**config.mk**
```make
export PLATFORM = sky130hd
export DESIGN_NAME = dir_home_ctrl
export DESIGN_NICKNAME = d
export VERILOG_FILES = /design/src/rtl/dir_pkg.sv /design/src/rtl/dir_regfile.sv /design/src/rtl/dir_decide.sv /design/src/rtl/dir_home_ctrl.sv
export SDC_FILE = /design/constraint.sdc
export NUM_CORES = 1
export LEC_CHECK = 0
export BUFFER_PORTS_ARGS = -buffer_cell sky130_fd_sc_hd__buf_2
export CAP_MARGIN = 20
export CORE_UTILIZATION = 50
export DETAILED_ROUTE_END_ITERATION = 6
export PLACE_DENSITY = 0.66
export SLEW_MARGIN = 25
export SYNTH_ARGS = -nofsm -noshare
export SYNTH_HDL_FRONTEND = slang
export SYNTH_SLANG_ARGS = --single-unit
```
**constraint.sdc**
```tcl
create_clock -name clk -period 6.6 [get_ports clk]
set_clock_uncertainty 0.15 [all_clocks]
set_input_delay 0.33 -clock clk [delete_from_list [all_inputs] [get_ports clk]]
set_output_delay 0.33 -clock clk [all_outputs]
set_load 0.1 [all_outputs]
```
**src/rtl/dir_pkg.sv**
```systemverilog
package dir_pkg;
   typedef enum logic [1:0] {
      DS_UNCACHED = 2'd0,
      DS_SHARED   = 2'd1,
      DS_EXCL     = 2'd2
   } dstate_e;

   localparam logic [1:0] RQ_READ  = 2'd0;
   localparam logic [1:0] RQ_WRITE = 2'd1;
   localparam logic [1:0] RQ_WBACK = 2'd2;
endpackage

```
**src/rtl/dir_regfile.sv**
```systemverilog
module dir_regfile #(
   parameter int W     = 8,
   parameter int DEPTH = 16,
   localparam int AW   = (DEPTH > 1) ? $clog2(DEPTH) : 1
) (
   input  logic          clk,
   input  logic          rst_n,
   input  logic          we,
   input  logic [AW-1:0] waddr,
   input  logic [W-1:0]  wdata,
   input  logic [AW-1:0] raddr,
   output logic [W-1:0]  rdata
);
   if (DEPTH != (1 << AW)) begin : g_chk
      $error("dir_regfile: DEPTH must be a power of two");
   end

   logic [W-1:0] q [DEPTH];

   for (genvar i = 0; i < DEPTH; i++) begin : g_ent
      always_ff @(posedge clk) begin
         if (!rst_n)                         q[i] <= '0;
         else if (we && waddr == AW'(i))     q[i] <= wdata;
      end
   end

   assign rdata = q[raddr];
endmodule

```
**src/rtl/dir_decide.sv**
```systemverilog
module dir_decide
   import dir_pkg::*;
#(
   parameter int NODES  = 8,
   parameter int DATA_W = 32,
   localparam int NW    = $clog2(NODES)
) (
   input  logic              busy,
   input  logic              req_valid,
   input  logic [1:0]        req_type,
   input  logic [NW-1:0]     req_node,
   input  logic [DATA_W-1:0] req_data,
   input  logic              rsp_valid,
   input  logic [DATA_W-1:0] rsp_data,
   input  logic [NW-1:0]     pend_node,
   input  logic              pend_wr,
   input  dstate_e           cur_st,
   input  logic [NODES-1:0]  cur_shr,
   input  logic [NW-1:0]     cur_own,
   input  logic [DATA_W-1:0] cur_mem,
   output logic              start_fetch,
   output logic              finish_fetch,
   output logic              dir_we,
   output dstate_e           nxt_st,
   output logic [NODES-1:0]  nxt_shr,
   output logic [NW-1:0]     nxt_own,
   output logic              mem_we,
   output logic [DATA_W-1:0] mem_wdata,
   output logic              o_rep,
   output logic [NW-1:0]     o_rep_node,
   output logic [DATA_W-1:0] o_rep_data,
   output logic              o_inv,
   output logic [NODES-1:0]  o_inv_mask,
   output logic              o_fch,
   output logic [NW-1:0]     o_fch_node,
   output logic              o_fch_inv
);
   localparam logic [NODES-1:0] ONE = NODES'(1);

   logic [NODES-1:0] req_oh, pend_oh, own_oh, others;
   assign req_oh  = ONE << req_node;
   assign pend_oh = ONE << pend_node;
   assign own_oh  = ONE << cur_own;
   assign others  = cur_shr & ~req_oh;

   always_comb begin
      start_fetch  = 1'b0;
      finish_fetch = 1'b0;
      dir_we       = 1'b0;
      nxt_st       = cur_st;
      nxt_shr      = cur_shr;
      nxt_own      = cur_own;
      mem_we       = 1'b0;
      mem_wdata    = req_data;
      o_rep        = 1'b0;
      o_rep_node   = req_node;
      o_rep_data   = cur_mem;
      o_inv        = 1'b0;
      o_inv_mask   = others;
      o_fch        = 1'b0;
      o_fch_node   = cur_own;
      o_fch_inv    = 1'b0;
      if (busy) begin
         if (rsp_valid) begin
            finish_fetch = 1'b1;
            dir_we       = 1'b1;
            mem_we       = 1'b1;
            mem_wdata    = rsp_data;
            o_rep        = 1'b1;
            o_rep_node   = pend_node;
            o_rep_data   = rsp_data;
            if (pend_wr) begin
               nxt_st  = DS_EXCL;
               nxt_shr = pend_oh;
               nxt_own = pend_node;
            end else begin
               nxt_st  = DS_SHARED;
               nxt_shr = own_oh | pend_oh;
            end
         end
      end else if (req_valid) begin
         unique case (req_type)
            RQ_READ, RQ_WRITE: begin
               if (cur_st == DS_EXCL) begin
                  start_fetch = 1'b1;
                  o_fch       = 1'b1;
                  o_fch_inv   = (req_type == RQ_WRITE);
               end else begin
                  dir_we = 1'b1;
                  o_rep  = 1'b1;
                  if (req_type == RQ_READ) begin
                     nxt_st  = DS_SHARED;
                     nxt_shr = (cur_st == DS_SHARED) ? (cur_shr | req_oh) : req_oh;
                  end else begin
                     nxt_st  = DS_EXCL;
                     nxt_shr = req_oh;
                     nxt_own = req_node;
                     o_inv   = (cur_st == DS_SHARED) && (others != '0);
                  end
               end
            end
            RQ_WBACK: begin
               if (cur_st == DS_EXCL && cur_own == req_node) begin
                  dir_we  = 1'b1;
                  mem_we  = 1'b1;
                  nxt_st  = DS_UNCACHED;
                  nxt_shr = '0;
               end
            end
            default: ;
         endcase
      end
   end
endmodule

```
**src/rtl/dir_home_ctrl.sv**
```systemverilog
module dir_home_ctrl
   import dir_pkg::*;
#(
   parameter int NODES  = 8,
   parameter int BLOCKS = 16,
   parameter int DATA_W = 32
) (
   input  logic                      clk,
   input  logic                      rst_n,
   input  logic                      req_valid,
   output logic                      req_ready,
   input  logic [1:0]                req_type,
   input  logic [$clog2(NODES)-1:0]  req_node,
   input  logic [$clog2(BLOCKS)-1:0] req_blk,
   input  logic [DATA_W-1:0]         req_data,
   input  logic                      rsp_valid,
   input  logic [DATA_W-1:0]         rsp_data,
   output logic                      rep_valid,
   output logic [$clog2(NODES)-1:0]  rep_node,
   output logic [DATA_W-1:0]         rep_data,
   output logic                      inv_valid,
   output logic [NODES-1:0]          inv_mask,
   output logic                      fch_valid,
   output logic [$clog2(NODES)-1:0]  fch_node,
   output logic                      fch_inval
);
   localparam int NW = $clog2(NODES);
   localparam int BW = $clog2(BLOCKS);
   localparam int EW = 2 + NODES + NW;

   if (NODES < 2 || NODES > 8) begin : g_nodes_chk
      $error("dir_home_ctrl: NODES must lie in 2..8");
   end
   if (BLOCKS < 2) begin : g_blk_chk
      $error("dir_home_ctrl: BLOCKS must be at least 2");
   end

   logic          busy, pend_wr;
   logic [BW-1:0] pend_blk, raddr;
   logic [NW-1:0] pend_node;

   assign req_ready = !busy;
   assign raddr     = busy ? pend_blk : req_blk;

   logic [EW-1:0]     ent_rd, ent_wr;
   logic [DATA_W-1:0] mem_rd, mem_wd;
   dstate_e           cur_st, nxt_st;
   logic [NODES-1:0]  cur_shr, nxt_shr;
   logic [NW-1:0]     cur_own, nxt_own;
   logic              dir_we, mem_we, start_fetch, finish_fetch;

   assign cur_st  = dstate_e'(ent_rd[EW-1 -: 2]);
   assign cur_shr = ent_rd[NW +: NODES];
   assign cur_own = ent_rd[NW-1:0];
   assign ent_wr  = {nxt_st, nxt_shr, nxt_own};

   dir_regfile #(.W(EW), .DEPTH(BLOCKS)) u_dir (
      .clk(clk), .rst_n(rst_n), .we(dir_we), .waddr(raddr),
      .wdata(ent_wr), .raddr(raddr), .rdata(ent_rd));

   dir_regfile #(.W(DATA_W), .DEPTH(BLOCKS)) u_mem (
      .clk(clk), .rst_n(rst_n), .we(mem_we), .waddr(raddr),
      .wdata(mem_wd), .raddr(raddr), .rdata(mem_rd));

   logic              n_rep, n_inv, n_fch, n_fch_inv;
   logic [NW-1:0]     n_rep_node, n_fch_node;
   logic [DATA_W-1:0] n_rep_data;
   logic [NODES-1:0]  n_inv_mask;

   dir_decide #(.NODES(NODES), .DATA_W(DATA_W)) u_dec (
      .busy(busy), .req_valid(req_valid), .req_type(req_type),
      .req_node(req_node), .req_data(req_data),
      .rsp_valid(rsp_valid), .rsp_data(rsp_data),
      .pend_node(pend_node), .pend_wr(pend_wr),
      .cur_st(cur_st), .cur_shr(cur_shr), .cur_own(cur_own), .cur_mem(mem_rd),
      .start_fetch(start_fetch), .finish_fetch(finish_fetch),
      .dir_we(dir_we), .nxt_st(nxt_st), .nxt_shr(nxt_shr), .nxt_own(nxt_own),
      .mem_we(mem_we), .mem_wdata(mem_wd),
      .o_rep(n_rep), .o_rep_node(n_rep_node), .o_rep_data(n_rep_data),
      .o_inv(n_inv), .o_inv_mask(n_inv_mask),
      .o_fch(n_fch), .o_fch_node(n_fch_node), .o_fch_inv(n_fch_inv));

   always_ff @(posedge clk) begin
      if (!rst_n) begin
         busy      <= 1'b0;
         pend_wr   <= 1'b0;
         pend_blk  <= '0;
         pend_node <= '0;
         rep_valid <= 1'b0;
         rep_node  <= '0;
         rep_data  <= '0;
         inv_valid <= 1'b0;
         inv_mask  <= '0;
         fch_valid <= 1'b0;
         fch_node  <= '0;
         fch_inval <= 1'b0;
      end else begin
         if (start_fetch) begin
            busy      <= 1'b1;
            pend_blk  <= req_blk;
            pend_node <= req_node;
            pend_wr   <= (req_type == RQ_WRITE);
         end else if (finish_fetch) begin
            busy <= 1'b0;
         end
         rep_valid <= n_rep;
         inv_valid <= n_inv;
         fch_valid <= n_fch;
         if (n_rep) begin
            rep_node <= n_rep_node;
            rep_data <= n_rep_data;
         end
         if (n_inv) inv_mask <= n_inv_mask;
         if (n_fch) begin
            fch_node  <= n_fch_node;
            fch_inval <= n_fch_inv;
         end
      end
   end

   AST_FETCH_STALLS: assert property (@(posedge clk) disable iff (!rst_n)
      fch_valid |-> !req_ready);
   AST_FETCH_PULSE: assert property (@(posedge clk) disable iff (!rst_n)
      fch_valid |=> !fch_valid);
   AST_INV_SPARES_REQ: assert property (@(posedge clk) disable iff (!rst_n)
      inv_valid |-> (rep_valid && !inv_mask[rep_node] && inv_mask != '0));
   AST_FETCH_NO_REPLY: assert property (@(posedge clk) disable iff (!rst_n)
      !(fch_valid && rep_valid));
   AST_RSP_RELEASES: assert property (@(posedge clk) disable iff (!rst_n)
      (!req_ready && rsp_valid) |=> (rep_valid && req_ready));
   AST_NO_ACCEPT_BUSY: assert property (@(posedge clk) disable iff (!rst_n)
      (!req_ready && !rsp_valid) |=> !rep_valid && !inv_valid && !fch_valid);
endmodule

```
==> impl_metrics.yaml <==
status:
  status: "complete, no violations"
final_layout:
  fin_area_um2: 39510
  layout-drive-gt1-share: 0.2048
  final.fill_count: 5518
  nets: 2815
  antenna_cells: 0
  multi_input_area_um2: 11120
  syn2layout_area_growth_pct: 13.67
  register_area_um2: 22800
  fin_util: 0.5750
clock_network:
  numCtsBuffers: 82
  cts_buffer_depth: 3
  cts_hold_buf: 16
  htree_levels: 3
  cts-root-buf: "clkbuf_16"
  ctsResizeCount: 0
  clock-sinks: 779
  tritoncts: "yes"
  clk_pin_slew_ps: 60
  cts_setup_buffers: 0
  insertion_delay_ps: 650
floorplan:
  rows: 96
  fp.coreArea_um2: 68710
  ioPinCount: 128
  die_area_um2: 70570
  die_h_um: 265.7
  fp.dieW_um: 265.7
  initial_core_util: 0.5059
yosys:
  ys_seq_area_frac: 0.6561
  syn-num-nets: 2755
  synth_flop_cell: "edfxtp_1"
  avgSynthCellArea_um2: 12.98
  syn-instance-count: 2678
  netlist_top_cells_count: "735 x nor2_1, 720 x edfxtp_1, 202 x nand2_1"
  synth.most_common_cell: "nor2_1"
  synth_area_leader_cell: "edfxtp_1"
  synth_top_area_share: 0.6221
  syn_area_um2: 34760
  synth_cell_types: 66
  synth.area.top_cells: "edfxtp_1 62%, mux4_2 11%, nor2_1 7.9%"
  ys_ff_latch: 779
  synth_edf_count: 720
  async_reset_ff_frac: 0
  ys_warn_count: 0
setup_path:
  crit_arrival_ps: 5610
  endpoint: "u_dir.q[15][6]"
  startpoint_type: "register"
  r2r-end: "u_dir.q[15][6]"
  reg2reg_depth: 13
  regToRegSetupSlack_ps: 1180
  critPathLaunch: "busy"
  path_max_fanout: 38
  critical_path.endpoint_type: "register"
  required_ps: 6790
  critPathKind: "register to register"
  r2r_start: "busy"
power:
  powerDensity_nw_per_um2: 290.9
  netSwitchingFraction: 0.2532
  p_switching_mw: 2.911
  pwr-share-seq: 0.489
  clkPwrFrac: 0.408
  total_leakage_power_nw: 13.56
  ir_worst_vdd_mv: 0.2395
  p_int_mw: 8.583
  combPwrFrac: 0.103
detailed_routing:
  drc_errors: 0
  wirelength_um: 100300
  drt.antenna.violating_nets: 0
  dr.first_iter.drc_count: 3044
  post_drt_wl_per_cell_um: 26.83
  vias: 23591
  drt_first_pass_iters: 5
  vias_per_cell: 6.311
placed_design:
  hpwl_um: 60350
  gp_congestion: 0.9218
  placed_area_um2: 36600
  port_buffers: 127
timing:
  setup_viol: 0
  finalCriticalPeriod_ps: 5420
  maxSlewHeadroom: 0.3545
  timing.fmax_ghz: 0.1845
  hold_viol_final: 0
  rsz0062_at_grt: "false"
  worstMarginPinSlew_ps: 968.3
  final.period_utilization: 0.8212
  setup_tns_ps: 0
  maxSlewViolCount: 0
grt:
  grt.total_usage: 0.2848
  grt_antenna_before_repair: 0
  first_global_vias: 23099
  grt_overflow: 0
  grt_max_degree: 99
  grt_pass1_wl_um: 148100
job:
  cap_violations: 0
worst_hold_path:
  min_path_type: "input pin to register"
-- worst min-delay path by stage --
stage,cells after the start,endpoint,startpoint
after detailed placement,2,inv_mask[0],inv_mask[0]
after floorplan,2,fch_inval,req_type[0]
after CTS,3,pend_node[2],req_node[2]
after global routing,5,rep_data[1],rsp_data[1]
after global placement,2,inv_mask[4],inv_mask[4]
final,3,pend_node[2],req_node[2]
-- critical path: stages, from the launching register on --
cell	delay, ps
dfxtp_1	400
buf_4	440
mux2i_4	500
buf_4	460
mux4_2	290
nor2_1	40
nor4_1	370
buf_4	250
xor2_1	120
or4b_1	610
nand2_1	430
nand2_1	200
o21ai_1	550
buf_4	290
-- cells in the final DEF, fill, tap and decap left out, types with 6 or more instances in the layout --
cell type	netlist	layout
nor2_1	735	735
edfxtp_1	720	720
nand2_1	202	185
mux4_2	163	163
buf_2	48	126
clkbuf_16	0	84
a22oi_1	70	70
buf_4	0	70
dfxtp_1	59	59
nor3_1	58	57
a21oi_1	55	54
o21ai_0	53	37
o21bai_1	36	36
nor3b_1	35	34
a311oi_1	32	32
o21ai_1	2	18
buf_12	0	17
nand3_2	0	16
nand2_2	0	16
dlygate4sd3_1	0	16
a41oi_1	15	15
nand3_1	31	15
mux2i_1	17	15
clkinv_2	0	15
clkinv_1	0	15
nor3_2	10	11
clkbuf_1	179	11
o21a_1	11	10
nor4_1	10	10
bufinv_16	0	7
or2_2	6	6
nor2b_1	6	6
nand3b_1	6	6
a211oi_1	6	6
-- power groups by stage --
stage	Sequential (mW)	Combinational, mW	Clock [mW]
final	5.62	1.19	4.69
after global routing	5.63	1.24	4.91
after CTS	5.62	1.17	4.72
after detailed placement	5.72	1.16	0
after global placement	5.71	1.15	0
after floorplan	5.80	0.657	0
-- layout make-up --
type                       count  share of cell area
sequential                   779              0.5772
multi-input combinational   1640              0.2815
inverter                       5           0.0004751
timing repair buffer         230             0.04222
tap                          931             0.02949
clock buffer                  97             0.05495
clock inverter                56             0.01422
-- metal layers --
metal	routed length, um	share of wire	global-route usage	vias up
li1	-	-	-	10003
met1	39060	0.39	0.3977	11970
met2	47940	0.48	0.4571	1444
met3	10740	0.11	0.05351	174
met4	2561	0.026	0.08450	0
met5	0	0	0	-
-- metrics by stage --
stage / hold WS, ps / power [mW] / setup slack (ps) / instances
3_5_place_dp: 293.0 / 6.882 / 1172 / 3569
5_1_grt: 39.61 / 11.78 / 965.7 / 3738
3_3_place_gp: 286.2 / 6.856 / 1377 / 3569
6_report: 19.07 / 11.49 / 1180 / 3738
4_1_cts: 3.128 / 11.51 / 1145 / 3738
2_1_floorplan: 327.2 / 6.460 / 1778 / 2678
-- flip-flops by register name (all words and copies together) (netlist names), 3 cells and up --
name / cells
u_mem.q: 512
u_dir.q: 208
rep_data: 32
inv_mask: 8
pend_blk: 4
fch_node: 3
pend_node: 3
rep_node: 3
-- kinds of logic (layout without fill, tap and decap cells) --
family                 Yosys count  count (layout)  synth area share
AO/OA/AOI/OAI                  319             319           0.06358
XOR/XNOR                         3               3         0.0007561
buffers and inverters          259             388           0.03056
flip-flops                     779             779            0.6561
multiplexers                   181             181            0.1108
AND/OR/NAND/NOR               1137            1137            0.1382
Note: power is estimated with default switching activity, not from simulation.
